==> config.mk <==
export PLATFORM = sky130hd
export DESIGN_NAME = ram_bank_remap
export DESIGN_NICKNAME = d
export VERILOG_FILES = /design/src/rtl/ram_remap_pkg.sv /design/src/rtl/remap_sfr_regs.sv /design/src/rtl/remap_direct.sv /design/src/rtl/remap_ext.sv /design/src/rtl/ram_bank_remap.sv
export SDC_FILE = /design/constraint.sdc
export NUM_CORES = 1
export LEC_CHECK = 0
export ABC_AREA = 1
export BUFFER_PORTS_ARGS = -buffer_cell sky130_fd_sc_hd__buf_2
export CAP_MARGIN = 10
export CORE_UTILIZATION = 31
export DETAILED_ROUTE_END_ITERATION = 10
export GPL_TIMING_DRIVEN = 1
export PLACE_DENSITY = 0.74
export SETUP_SLACK_MARGIN = 0.3
export SKIP_LAST_GASP = 1
export SLEW_MARGIN = 20
export SYNTH_ARGS = -nofsm -noshare
export SYNTH_HDL_FRONTEND = slang
export SYNTH_SLANG_ARGS = --single-unit
==> constraint.sdc <==
create_clock -name clk -period 0.8 [get_ports clk]
set_input_delay 0.04 -clock clk [delete_from_list [all_inputs] [get_ports clk]]
set_output_delay 0.04 -clock clk [all_outputs]
set_load 0.02 [all_outputs]
==> src/rtl/ram_remap_pkg.sv <==
// Package: shared widths, SFR encodings and the bank-config type for the
// RAM bank remapper. Assumes an 8-bit data path and a 1 KB target array.
package ram_remap_pkg;
    localparam int DW      = 8;                 // register / data width
    localparam int BANK_W  = 4;                 // bank number width
    localparam int PAGE_W  = 2;                 // page code width
    localparam int SLICE_W = 6;                 // 64-byte slice offset
    localparam int PHYS_W  = BANK_W + SLICE_W;  // 1 KB physical address
    localparam int EXT_W   = 8;                 // indirect address width
    localparam int PAD_W   = PHYS_W - DW;       // zero pad for pass-through
    localparam logic [DW-SLICE_W-1:0] WIN_TAG = 2'b01; // window 0x40-0x7F
    localparam logic [PAGE_W-1:0] PAGE_BAD = 2'b11;    // page with no RAM

    typedef struct packed {
        logic              en;
        logic [BANK_W-1:0] num;
    } bank_cfg_t;
endpackage

==> src/rtl/remap_sfr_regs.sv <==
// Module: remap_sfr_regs
// Holds the bank and page registers and serves register-bus reads.
// Assumes strobes are single-cycle-qualified by the clock; reads are
// combinational, writes take effect on the capturing edge.
module remap_sfr_regs
    import ram_remap_pkg::*;
#(
    parameter logic [DW-1:0]     BANK_ADDR = 8'h86,
    parameter logic [DW-1:0]     PAGE_ADDR = 8'h85,
    parameter logic [BANK_W-1:0] BANK_RST  = 4'd1
) (
    input  logic              clk,
    input  logic              rst_n,
    input  logic [DW-1:0]     sfr_addr,
    input  logic              sfr_wr,
    input  logic [DW-1:0]     sfr_wdata,
    input  logic              sfr_rd,
    output logic [DW-1:0]     sfr_rdata,
    output logic              sfr_rd_hit,
    output bank_cfg_t         bank_q,
    output logic [PAGE_W-1:0] page_q
);
    localparam int BANK_GAP = DW - 1 - BANK_W;
    localparam logic [DW-1:0] BANK_MASK =
        {1'b1, {BANK_GAP{1'b0}}, {BANK_W{1'b1}}};
    localparam logic [DW-1:0] PAGE_MASK = {{(DW-PAGE_W){1'b0}}, {PAGE_W{1'b1}}};

    logic [DW-1:0] bank_view;
    logic [DW-1:0] page_view;
    logic          hit_bank;
    logic          hit_page;

    assign hit_bank = (sfr_addr == BANK_ADDR);
    assign hit_page = (sfr_addr == PAGE_ADDR);

    // Bank register: enable bit and bank number, unused bits not stored.
    always_ff @(posedge clk) begin
        if (!rst_n) begin
            bank_q.en  <= 1'b0;
            bank_q.num <= BANK_RST;
        end else if (sfr_wr && hit_bank) begin
            bank_q.en  <= sfr_wdata[DW-1];
            bank_q.num <= sfr_wdata[BANK_W-1:0];
        end
    end

    // Page register: only the page code bits are stored.
    always_ff @(posedge clk) begin
        if (!rst_n) begin
            page_q <= '0;
        end else if (sfr_wr && hit_page) begin
            page_q <= sfr_wdata[PAGE_W-1:0];
        end
    end

    // Read view: rebuild the byte images with zeros in unused positions.
    always_comb begin
        bank_view  = {bank_q.en, {BANK_GAP{1'b0}}, bank_q.num};
        page_view  = {{(DW-PAGE_W){1'b0}}, page_q};
        sfr_rd_hit = sfr_rd && (hit_bank || hit_page);
        sfr_rdata  = '0;
        if (sfr_rd && hit_bank)      sfr_rdata = bank_view;
        else if (sfr_rd && hit_page) sfr_rdata = page_view;
    end

    // stored bank image equals written byte with unused bits cleared
    assert_bank_write_R2: assert property (@(posedge clk) disable iff (!rst_n)
        (sfr_wr && hit_bank) |=> (bank_view == ($past(sfr_wdata) & BANK_MASK)));

    // stored page image equals written byte with upper bits cleared
    assert_page_write_R3: assert property (@(posedge clk) disable iff (!rst_n)
        (sfr_wr && hit_page) |=> (page_view == ($past(sfr_wdata) & PAGE_MASK)));

    // no matching write, no change
    assert_regs_hold_R9: assert property (@(posedge clk) disable iff (!rst_n)
        (!sfr_wr || (!hit_bank && !hit_page)) |=> ($stable(bank_q) && $stable(page_q)));
endmodule

==> src/rtl/remap_direct.sv <==
// Module: remap_direct
// Translates a direct internal-RAM address into a 1 KB physical address.
// Assumes the bank config is registered; the translation is combinational.
module remap_direct
    import ram_remap_pkg::*;
(
    input  logic              clk,
    input  logic              rst_n,
    input  bank_cfg_t         bank_cfg,
    input  logic [DW-1:0]     dir_addr,
    output logic [PHYS_W-1:0] dir_phys
);
    logic in_window;

    // Window detect and slice substitution.
    always_comb begin
        in_window = (dir_addr[DW-1:SLICE_W] == WIN_TAG);
        if (bank_cfg.en && in_window)
            dir_phys = {bank_cfg.num, dir_addr[SLICE_W-1:0]};
        else
            dir_phys = {{PAD_W{1'b0}}, dir_addr};
    end

    // redirected accesses land in the selected slice at the same offset
    assert_window_map_R5: assert property (@(posedge clk) disable iff (!rst_n)
        (bank_cfg.en && dir_addr >= 8'h40 && dir_addr <= 8'h7F)
        |-> (dir_phys / 64 == PHYS_W'(bank_cfg.num) && dir_phys % 64 == PHYS_W'(dir_addr % 64)));

    // everything else keeps its address
    assert_passthru_R6: assert property (@(posedge clk) disable iff (!rst_n)
        (!bank_cfg.en || dir_addr < 8'h40 || dir_addr > 8'h7F)
        |-> (dir_phys == PHYS_W'(dir_addr)));
endmodule

==> src/rtl/remap_ext.sv <==
// Module: remap_ext
// Builds the physical address for 8-bit indirect external accesses from
// the page code, and blocks writes and returns 0xFF for the empty page.
// Assumes ram_rdata is valid in the same cycle as the address.
module remap_ext
    import ram_remap_pkg::*;
(
    input  logic              clk,
    input  logic              rst_n,
    input  logic [PAGE_W-1:0] page,
    input  logic [EXT_W-1:0]  ext_addr,
    input  logic              ext_wr_req,
    input  logic [DW-1:0]     ram_rdata,
    output logic [PHYS_W-1:0] ext_phys,
    output logic              ext_valid,
    output logic              ext_ram_we,
    output logic [DW-1:0]     ext_rdata
);
    // Page concatenation and empty-page gating.
    always_comb begin
        ext_phys   = {page, ext_addr};
        ext_valid  = (page != PAGE_BAD);
        ext_ram_we = ext_wr_req && ext_valid;
        ext_rdata  = ext_valid ? ram_rdata : {DW{1'b1}};
    end

    // valid pages stay below 768 bytes and keep the low byte
    assert_ext_range_R7: assert property (@(posedge clk) disable iff (!rst_n)
        ext_valid |-> (ext_phys < 10'h300 && ext_phys[EXT_W-1:0] == ext_addr));

    // empty page never writes and reads all ones
    assert_page3_block_R8: assert property (@(posedge clk) disable iff (!rst_n)
        (page == 2'd3) |-> (!ext_ram_we && ext_rdata == 8'hFF));
endmodule

==> src/rtl/ram_bank_remap.sv <==
// Module: ram_bank_remap (top)
// RAM bank address remapper: two mapping registers on a byte-wide register
// bus, a direct-window translator and an indirect external-page translator.
// Assumes one core access per path per cycle; outputs are combinational.
module ram_bank_remap
    import ram_remap_pkg::*;
#(
    parameter logic [7:0] BANK_ADDR = 8'h86,
    parameter logic [7:0] PAGE_ADDR = 8'h85
) (
    input  logic       clk,
    input  logic       rst_n,
    input  logic [7:0] sfr_addr,
    input  logic       sfr_wr,
    input  logic [7:0] sfr_wdata,
    input  logic       sfr_rd,
    output logic [7:0] sfr_rdata,
    output logic       sfr_rd_hit,
    input  logic [7:0] dir_addr,
    output logic [9:0] dir_phys,
    input  logic [7:0] ext_addr,
    input  logic       ext_wr_req,
    input  logic [7:0] ram_rdata,
    output logic [9:0] ext_phys,
    output logic       ext_valid,
    output logic       ext_ram_we,
    output logic [7:0] ext_rdata
);
    bank_cfg_t         bank_cfg;
    logic [PAGE_W-1:0] page_code;

    remap_sfr_regs #(
        .BANK_ADDR (BANK_ADDR),
        .PAGE_ADDR (PAGE_ADDR),
        .BANK_RST  (4'd1)
    ) u_regs (
        .clk        (clk),
        .rst_n      (rst_n),
        .sfr_addr   (sfr_addr),
        .sfr_wr     (sfr_wr),
        .sfr_wdata  (sfr_wdata),
        .sfr_rd     (sfr_rd),
        .sfr_rdata  (sfr_rdata),
        .sfr_rd_hit (sfr_rd_hit),
        .bank_q     (bank_cfg),
        .page_q     (page_code)
    );

    remap_direct u_direct (
        .clk      (clk),
        .rst_n    (rst_n),
        .bank_cfg (bank_cfg),
        .dir_addr (dir_addr),
        .dir_phys (dir_phys)
    );

    remap_ext u_ext (
        .clk        (clk),
        .rst_n      (rst_n),
        .page       (page_code),
        .ext_addr   (ext_addr),
        .ext_wr_req (ext_wr_req),
        .ram_rdata  (ram_rdata),
        .ext_phys   (ext_phys),
        .ext_valid  (ext_valid),
        .ext_ram_we (ext_ram_we),
        .ext_rdata  (ext_rdata)
    );

    // no read strobe, no answer on the read bus
    assert_rd_quiet_R4: assert property (@(posedge clk) disable iff (!rst_n)
        !sfr_rd |-> (sfr_rdata == 8'h00 && !sfr_rd_hit));

    // an answered read always carries a register address
    assert_rd_decode_R4: assert property (@(posedge clk) disable iff (!rst_n)
        sfr_rd_hit |-> (sfr_addr == BANK_ADDR || sfr_addr == PAGE_ADDR));
endmodule

==> results.sh, run 1 <==
export IMPL_crit_arrival_ps=1080
export IMPL_vias_per_cell=4.41
export IMPL_stdcell_count=197
export IMPL_clk_pin_slew_ps=50
export IMPL_layout_setup_ws_ps=-322
export IMPL_drc=0
export IMPL_diodes=0
export IMPL_seq_area_frac_synth=0.182
export IMPL_reg2reg_slack_ps=20
export IMPL_grt_max_degree=10
export IMPL_crit_path_start_kind="flop"
export IMPL_synth_edf_count=0
export IMPL_num_vias=869
export IMPL_drtIter0Drc=3
export IMPL_firstDrtPassIters=4
export IMPL_crit_path_end_kind="output pin"
export IMPL_drtAntennaViolNets=0
export IMPL_fillers=179
export IMPL_gr_total_overflow=0
export IMPL_async_flop_share=0
export IMPL_critical_path_slowest_cell="dfxtp_4"
export IMPL_fmax_mhz=891
export IMPL_die_y_um=51.9
export IMPL_tritoncts="yes"
export IMPL_r2r_cells=5
export IMPL_clock_sinks=7
export IMPL_ys_types=21
export IMPL_htree_levels=1
export IMPL_final_period_utilization=1.40
export IMPL_hpwlAfterDp_um=1640
export IMPL_netlist_area_um2=772
export IMPL_synth_top_area_frac=0.182
export IMPL_synth_area_leader_cell="dfxtp_1"
export IMPL_area_delta_synth_final_pct=90.6
export IMPL_regToRegStartpoint="u_regs.page_q[0]"
export IMPL_die_w_um=51.9
export IMPL_min_from="rst_n"
export IMPL_finalMaxSlewViolations=0
export IMPL_gp_congestion=0.740
export IMPL_fin_skew_ps=0
export IMPL_synth_flop_cell="dfxtp_1"
export IMPL_totalWireLength_um=2200
export IMPL_status="finished, violations left"
export IMPL_whs_endpoint="u_regs.bank_q[0]"
export IMPL_core_area_um2=2280
export IMPL_grt_pass1_vias=878
export IMPL_clock_latency_ps=250
export IMPL_io_pins=84
export IMPL_crit_required_ps=760
export IMPL_max_vdd_ir_drop_mv=0.516
export IMPL_p_per_area_nw_per_um2=717
export IMPL_yosys_warnings=0
export IMPL_failed_checks="setup timing"
export IMPL_crit_path_max_incr_delay_ps=340
export IMPL_antenna_found_initial=0
export IMPL_r2r_end="u_regs.page_q[0]"
export IMPL_ys_ff_latch=7
export IMPL_wl_per_cell_um=11.2
export IMPL_cap_viol_max_count=0
export IMPL_synth_top_cells_by_count="26 x inv_1, 19 x nand2_1, 17 x buf_4"
export IMPL_critPathKind="reg -> out"
export IMPL_clk_path_buf_depth=2
export IMPL_fin_crit_ps=1120
export IMPL_dp_cells=187
export IMPL_start_util=0.339
export IMPL_core_rowCount=17
export IMPL_die_area_um2=2690
export IMPL_hold_viol=0
export IMPL_cts_buffers=3
export IMPL_root_buffer="clkbuf_4"
export IMPL_synth_most_common_cell="inv_1"
export IMPL_setup_viol=27
export IMPL_drive_gt1_frac=0.740
export IMPL_crit_fanout=9
export IMPL_synthTopCellsByArea="dfxtp_1 18%, buf_4 17%, inv_1 13%"
export IMPL_crit_chain="nand2_4 > inv_6 > or2_4 > buf_6"
export IMPL_startpoint="u_regs.page_q[0]"
export IMPL_hold_class="in -> reg"
export IMPL_syn_avg_cell_area_um2=6.49
export IMPL_fin_util=0.647
export IMPL_fin_nets=215
export IMPL_synthCells=119
export IMPL_whs_path_depth=2
export IMPL_grt_total_usage=0.180
export IMPL_port_buffers=49
export IMPL_grt_first_pass_wirelength_um=3610
export IMPL_p_leak_uw=0.000780
export IMPL_rsz0062_at_grt="yes"
critical path, delay by kind of cell, from the launching register on:
family	cells	cell delay, ps
buffers and inverters	2	180
AND/OR/NAND/NOR	2	310
flip-flops	1	340
per-stage QoR:
stage	TNS (ps)	instance area [µm²]	setup WS (ps)	hold slack, ps	power, µW
final	-5230	1470	-322	32.2	1060
after global placement	-2740	1160	-207	80.1	661
after CTS	-5080	1420	-321	43.0	1050
after global routing	-6640	1470	-369	41.7	1140
after floorplan	-299	975	-33.0	125	658
after detailed placement	-3220	1160	-237	80.1	670
logic make-up after synthesis:
| kind of cell | count (synthesis) | share of synthesized area |
|---|---|---|
| flip-flops | 7 | 0.182 |
| buffers and inverters | 47 | 0.339 |
| AND/OR/NAND/NOR | 59 | 0.442 |
| AO/OA/AOI/OAI | 5 | 0.0324 |
| other | 1 | 0.00486 |
timing repair:
action / CTS / global route
setup endpoints to repair: 29 / 29
cloned: 1 / 0
pin swaps: 15 / 12
setup buffers: 3 / 2
hold buffers: 0 / 0
gates resized for setup: 68 / 10
registers in the layout, indices dropped and copies added (netlist names):
signal and flops:
u_regs.page_q 2, u_regs.bank_q 5
power breakdown:
part | leakage [µW] | total (µW) | switching (µW) | internal, µW
combinational | 0.000706 | 397 | 199 | 198
sequential | 0.0000591 | 344 | 0.658 | 344
clock | 0.0000150 | 315 | 125 | 190
total | 0.000780 | 1060 | 324 | 732
layout by cell type, fill, tap and decap left out:
master and n:
nor2_8 1, dfxtp_1 3, clkbuf_4 3, dfxtp_2 2
inv_4 6, conb_1 3, buf_2 24, o21ai_4 5
inv_1 15, inv_2 5, buf_6 30, nand3_2 2
nor2_1 6, nand3_4 3, inv_12 1, nand2_2 5
or2_4 8, dfxtp_4 2, buf_8 1, nand2_4 9
nor2_4 9, clkbuf_1 1, inv_6 1, nand4_1 7
nand2_1 9, buf_4 8
worst max path at each step:
stage	depth (start not counted)	endpoint
2_1_floorplan	3	ext_rdata[0]
3_3_place_gp	7	sfr_rdata[1]
3_5_place_dp	7	sfr_rdata[1]
4_1_cts	4	ext_rdata[2]
5_1_grt	4	ext_rdata[6]
6_report	4	ext_rdata[6]
per-layer routing:
layer,up-vias,track usage,routed length (µm),part of all wire
li1,433,-,-,-
met1,383,0.185,813,0.37
met2,45,0.333,1150,0.52
met3,8,0.0556,191,0.087
met4,0,0.0676,44,0.020
met5,-,0,0,0
cell type report:
cell class              instances  area [µm²]  area share
multi-input cells              67         589       0.401
flip-flops and latches          7         150       0.102
repair buffers                 63         533       0.362
inverters                      28         138      0.0935
clock buffers                   4        26.3      0.0179
well taps                      28        35.0      0.0238
Note: power is estimated with default switching activity, not from simulation.
==> run 2: changes to the inputs <==
- SETUP_SLACK_MARGIN: 0.3 -> 0.02
==> run 2 against run 1 <==
Effect of this change:
- the run still ends with setup timing left
- count of clock-buffer cells in the layout stayed put
- clock skew stayed put
- utilization is 4.3 points lower
- maximum frequency is 0.94% higher
- setup slack better by 10 ps
- critical path depth stayed put
- via count is 2.0% lower
- routed wire length is 6.6% lower
- power is 2.8% lower
- largest cell class unchanged
==> results.sh, run 2 (synthesis gave the netlist of run 1 again) <==
export IMPL_status="finished, violations left"
export IMPL_failed_checks="setup timing"
export IMPL_io_pins=84
export IMPL_internal_power_uw=715
export IMPL_grt_max_degree=10
export IMPL_drive_gt1_frac=0.691
export IMPL_grt_first_pass_wirelength_um=3260
export IMPL_area_delta_synth_final_pct=77.8
export IMPL_dp_slack_ps=-241
export IMPL_gp_congestion=0.708
export IMPL_cap_viol_max_count=0
export IMPL_num_vias=852
export IMPL_hold_ws_ps=45.3
export IMPL_die_w_um=51.9
export IMPL_fin_nets=211
export IMPL_crit_arrival_ps=1070
export IMPL_crit_path_start_kind="flop"
export IMPL_start_util=0.339
export IMPL_diodes=0
export IMPL_crit_required_ps=760
export IMPL_crit_fanout=9
export IMPL_antenna_found_initial=0
export IMPL_cts_buffers=3
export IMPL_totalWireLength_um=2060
export IMPL_wl_per_cell_um=10.6
export IMPL_crit_path_end_kind="output pin"
export IMPL_gr_total_overflow=0
export IMPL_die_y_um=51.9
export IMPL_max_vdd_ir_drop_mv=0.970
export IMPL_report_power_total_uw=1030
export IMPL_critPathKind="reg -> out"
export IMPL_port_buffers=49
export IMPL_top_regs="u_regs.bank_q: 5 flops, u_regs.page_q: 2 flops"
export IMPL_fillers=192
export IMPL_finalMaxSlewViolations=0
export IMPL_htree_levels=1
export IMPL_drc=0
export IMPL_hpwlAfterDp_um=1650
export IMPL_clk_pin_slew_ps=50
export IMPL_clock_sinks=7
export IMPL_final_cell_mix="28 x buf_6, 24 x buf_2, 18 x inv_1"
export IMPL_holdBufCountCts=0
export IMPL_comb_power_share=0.352
export IMPL_root_buffer="clkbuf_4"
export IMPL_power_frac_clock=0.310
export IMPL_setup_viol=23
export IMPL_hold_viol=0
export IMPL_p_per_area_nw_per_um2=748
export IMPL_p_sw_frac=0.303
export IMPL_grt_pass1_vias=853
export IMPL_tritoncts="yes"
export IMPL_clock_latency_ps=250
export IMPL_firstDrtPassIters=4
export IMPL_die_area_um2=2690
export IMPL_final_period_utilization=1.39
export IMPL_p_leak_uw=0.000745
export IMPL_clk_path_buf_depth=2
export IMPL_vias_per_cell=4.41
export IMPL_largest_register="u_regs.bank_q"
export IMPL_hold_class="in -> reg"
export IMPL_core_rowCount=17
export IMPL_rsz0062_at_grt="yes"
export IMPL_layout_setup_ws_ps=-311
export IMPL_drtIter0Drc=6
export IMPL_final_common_cell="buf_6"
export IMPL_grt_total_usage=0.163
export IMPL_power_frac_seq=0.338
export IMPL_fin_crit_ps=1110
export IMPL_design_area_um2=1370
export IMPL_dpl_instance_area_um2=1070
export IMPL_drtAntennaViolNets=0
export IMPL_core_area_um2=2280
export IMPL_p_switching_uw=312
export IMPL_fmax_mhz=900
export IMPL_fin_skew_ps=0
export IMPL_largest_reg_flops=5
-- run 2: cell types whose count changed in the layout (fill, tap and decap cells not counted), sizes merged --
| cell | delta |
|---|---|
| buf | -4 |
-- run 2: per-stage QoR --
stage	cells	TNS [ps]	utilization
2_1_floorplan	121	-548	-
3_3_place_gp	185	-2940	0.470
3_5_place_dp	185	-3570	0.470
4_1_cts	191	-4830	0.573
5_1_grt	193	-5990	0.603
6_report	193	-4990	0.603
-- run 2: worst max-delay path, cell delays in order, from the launching register on --
cell and delay, ps:
dfxtp_4 350, nand2_4 70, inv_6 50, or2_4 220
buf_6 130
-- run 2: area by class of cell --
class                      instances  area [µm²]  area share
inverter                          28         130      0.0948
tap                               28        35.0      0.0255
timing repair buffer              59         495       0.361
clock buffer                       4        26.3      0.0191
multi-input combinational         67         537       0.391
sequential                         7         149       0.108
-- run 2: path summary, 6_finish.rpt --
| kind | cells past startpoint | endpoint | slack (ps) | start |
|---|---|---|---|---|
| max | 4 | ext_rdata[3] | -310 | u_regs.page_q[0] |
| min | 2 | u_regs.bank_q[0] | 50 | rst_n |
| max reg2reg | 6 | u_regs.bank_q[4] | 0 | u_regs.bank_q[4] |
| min reg2reg | 2 | u_regs.bank_q[0] | 480 | u_regs.bank_q[0] |
-- run 2: power by group through the flow --
stage / clock network, µW / registers (µW) / logic, µW
finish: 318 / 347 / 362
global route: 354 / 347 / 389
CTS: 331 / 347 / 353
detailed placement: 0 / 354 / 298
global placement: 0 / 354 / 291
floorplan: 0 / 355 / 296
-- run 2: layer usage --
metal	track usage	share of wire	up-vias
li1	-	-	425
met1	0.142	0.34	378
met2	0.331	0.56	45
met3	0.0585	0.087	4
met4	0.0541	0.010	0
met5	0	0	-
-- run 2: repair_timing --
action,in CTS,in global routing
resized for setup,64,16
endpoints found under the setup margin,22,29
pin swaps,5,5
setup buffers,2,3
==> run 3: changes to the inputs <==
- CORE_UTILIZATION: 31 -> 34
- PLACE_DENSITY: 0.74 -> 0.78
- clock period: 0.8 -> 1.2 ns (I/O delays scaled with it)
==> run 3 against run 2 <==
Effect of this change:
- the flow now finishes without violations
- utilization down 13 points
- setup slack better by 320 ps
- clock power down 36%
- flip-flop and latch count unchanged
- cell count down 4.1%
- highest routed layer unchanged
- via count down 11%
- sequential power down 33%
- count of clock-buffer cells in the layout unchanged
- routed wire length down 21%
==> results.sh, run 3 (synthesis gave the netlist of run 1 again) <==
export IMPL_hold_ws_ps=74.3
export IMPL_crit_arrival_ps=1130
export IMPL_cts_buffers=3
export IMPL_crit_required_ps=1140
export IMPL_num_vias=758
export IMPL_critPathKind="reg -> out"
export IMPL_fin_nets=204
export IMPL_clk_path_buf_depth=2
export IMPL_crit_path_end_kind="output pin"
export IMPL_tritoncts="yes"
export IMPL_totalWireLength_um=1610
export IMPL_die_w_um=49.7
export IMPL_p_per_area_nw_per_um2=624
export IMPL_status="complete, no violations"
export IMPL_dp_cells=180
export IMPL_antenna_found_initial=0
export IMPL_core_rowCount=16
export IMPL_cts_resized=0
export IMPL_cap_viol_max_count=0
export IMPL_fin_util=0.474
export IMPL_grt_total_usage=0.137
export IMPL_grt_pass1_vias=638
export IMPL_min_from="rst_n"
export IMPL_vias_per_cell=4.10
export IMPL_htree_levels=1
export IMPL_crit_path_start_kind="flop"
export IMPL_rsz0062_at_grt="yes"
export IMPL_fillers=230
export IMPL_max_vdd_ir_drop_mv=0.272
export IMPL_fin_skew_ps=0
export IMPL_io_pins=84
export IMPL_gr_total_overflow=0
export IMPL_grt_max_degree=10
export IMPL_core_area_um2=2040
export IMPL_drtAntennaViolNets=0
export IMPL_setup_viol=0
export IMPL_clock_sinks=7
export IMPL_largest_register="u_regs.bank_q"
export IMPL_grt_first_pass_wirelength_um=2680
export IMPL_reg2reg_slack_ps=530
export IMPL_fmax_mhz=839
export IMPL_hpwlAfterDp_um=1390
export IMPL_finalMaxSlewViolations=0
export IMPL_final_period_utilization=0.993
export IMPL_final_common_cell="buf_2"
export IMPL_crit_fanout=4
export IMPL_regToRegStartpoint="u_regs.page_q[0]"
export IMPL_hold_viol=0
export IMPL_port_buffers=49
export IMPL_cts_setup_buffers=0
export IMPL_fin_crit_ps=1190
export IMPL_wl_per_cell_um=8.72
export IMPL_start_util=0.378
export IMPL_report_power_total_uw=605
export IMPL_largest_reg_flops=5
export IMPL_drive_gt1_frac=0.456
export IMPL_die_y_um=49.7
export IMPL_die_area_um2=2470
export IMPL_drc=0
export IMPL_top_regs="u_regs.bank_q: 5 flops, u_regs.page_q: 2 flops"
export IMPL_root_buffer="clkbuf_4"
export IMPL_fin_tns_setup_ps=0
export IMPL_p_leak_uw=0.000598
export IMPL_whs_endpoint="u_regs.bank_q[0]"
export IMPL_stdcell_count=185
export IMPL_final_cell_mix="48 x buf_2, 26 x inv_1, 18 x nand2_1"
export IMPL_area_delta_synth_final_pct=25.4
export IMPL_clock_latency_ps=240
export IMPL_gp_congestion=0.792
export IMPL_holdBufCountCts=0
export IMPL_diodes=0
export IMPL_clk_pin_slew_ps=50
export IMPL_r2r_cells=4
export IMPL_r2r_end="u_regs.page_q[0]"
export IMPL_hold_class="in -> reg"
export IMPL_drtIter0Drc=10
export IMPL_firstDrtPassIters=5
export IMPL_whs_path_depth=2
[run 3: changes by cell type in the layout (fill, tap and decap cells not counted), sizes merged]
| cell | previous run | this run |
|---|---|---|
| clkinvlp | 0 | 1 |
| buf | 59 | 51 |
[run 3: stage by stage]
stage          instance area (µm²)  setup WS (ps)
4_1_cts                        943           33.5
3_3_place_gp                   917            223
5_1_grt                        968          -34.9
6_report                       968           8.02
3_5_place_dp                   917            206
2_1_floorplan                  779            114
[run 3: power breakdown]
group	internal, µW	switching (µW)
registers	233	0.371
logic	68.6	97.8
clock network	126	78.1
[run 3: layout make-up]
class                      count  area, µm²  area share
clock buffer                   4       26.3      0.0271
inverter                      28        105       0.109
multi-input combinational     67        390       0.403
sequential                     7        143       0.147
tap                           27       33.8      0.0349
timing repair buffer          51        263       0.271
timing repair inverter         1       7.51     0.00775
[run 3: worst max-delay path by stage]
stage                         endpoint             start
after global routing      ext_rdata[0]  u_regs.page_q[0]
after CTS                 ext_rdata[5]  u_regs.page_q[1]
after detailed placement  sfr_rdata[1]       sfr_addr[3]
final                     ext_rdata[6]  u_regs.page_q[0]
after floorplan           ext_rdata[0]  u_regs.page_q[0]
after global placement    sfr_rdata[1]       sfr_addr[3]
[run 3: worst max-delay path, stage by stage, from the launching register on]
cell	delay [ps]
dfxtp_2	340
nand2_4	90
clkinvlp_4	100
or2_1	200
buf_2	160
[run 3: per-layer routing]
metal  track usage  part of all wire
met3        0.0247             0.082
met5             0                 0
met4         0.100             0.024
met2         0.207              0.46
met1         0.173              0.43
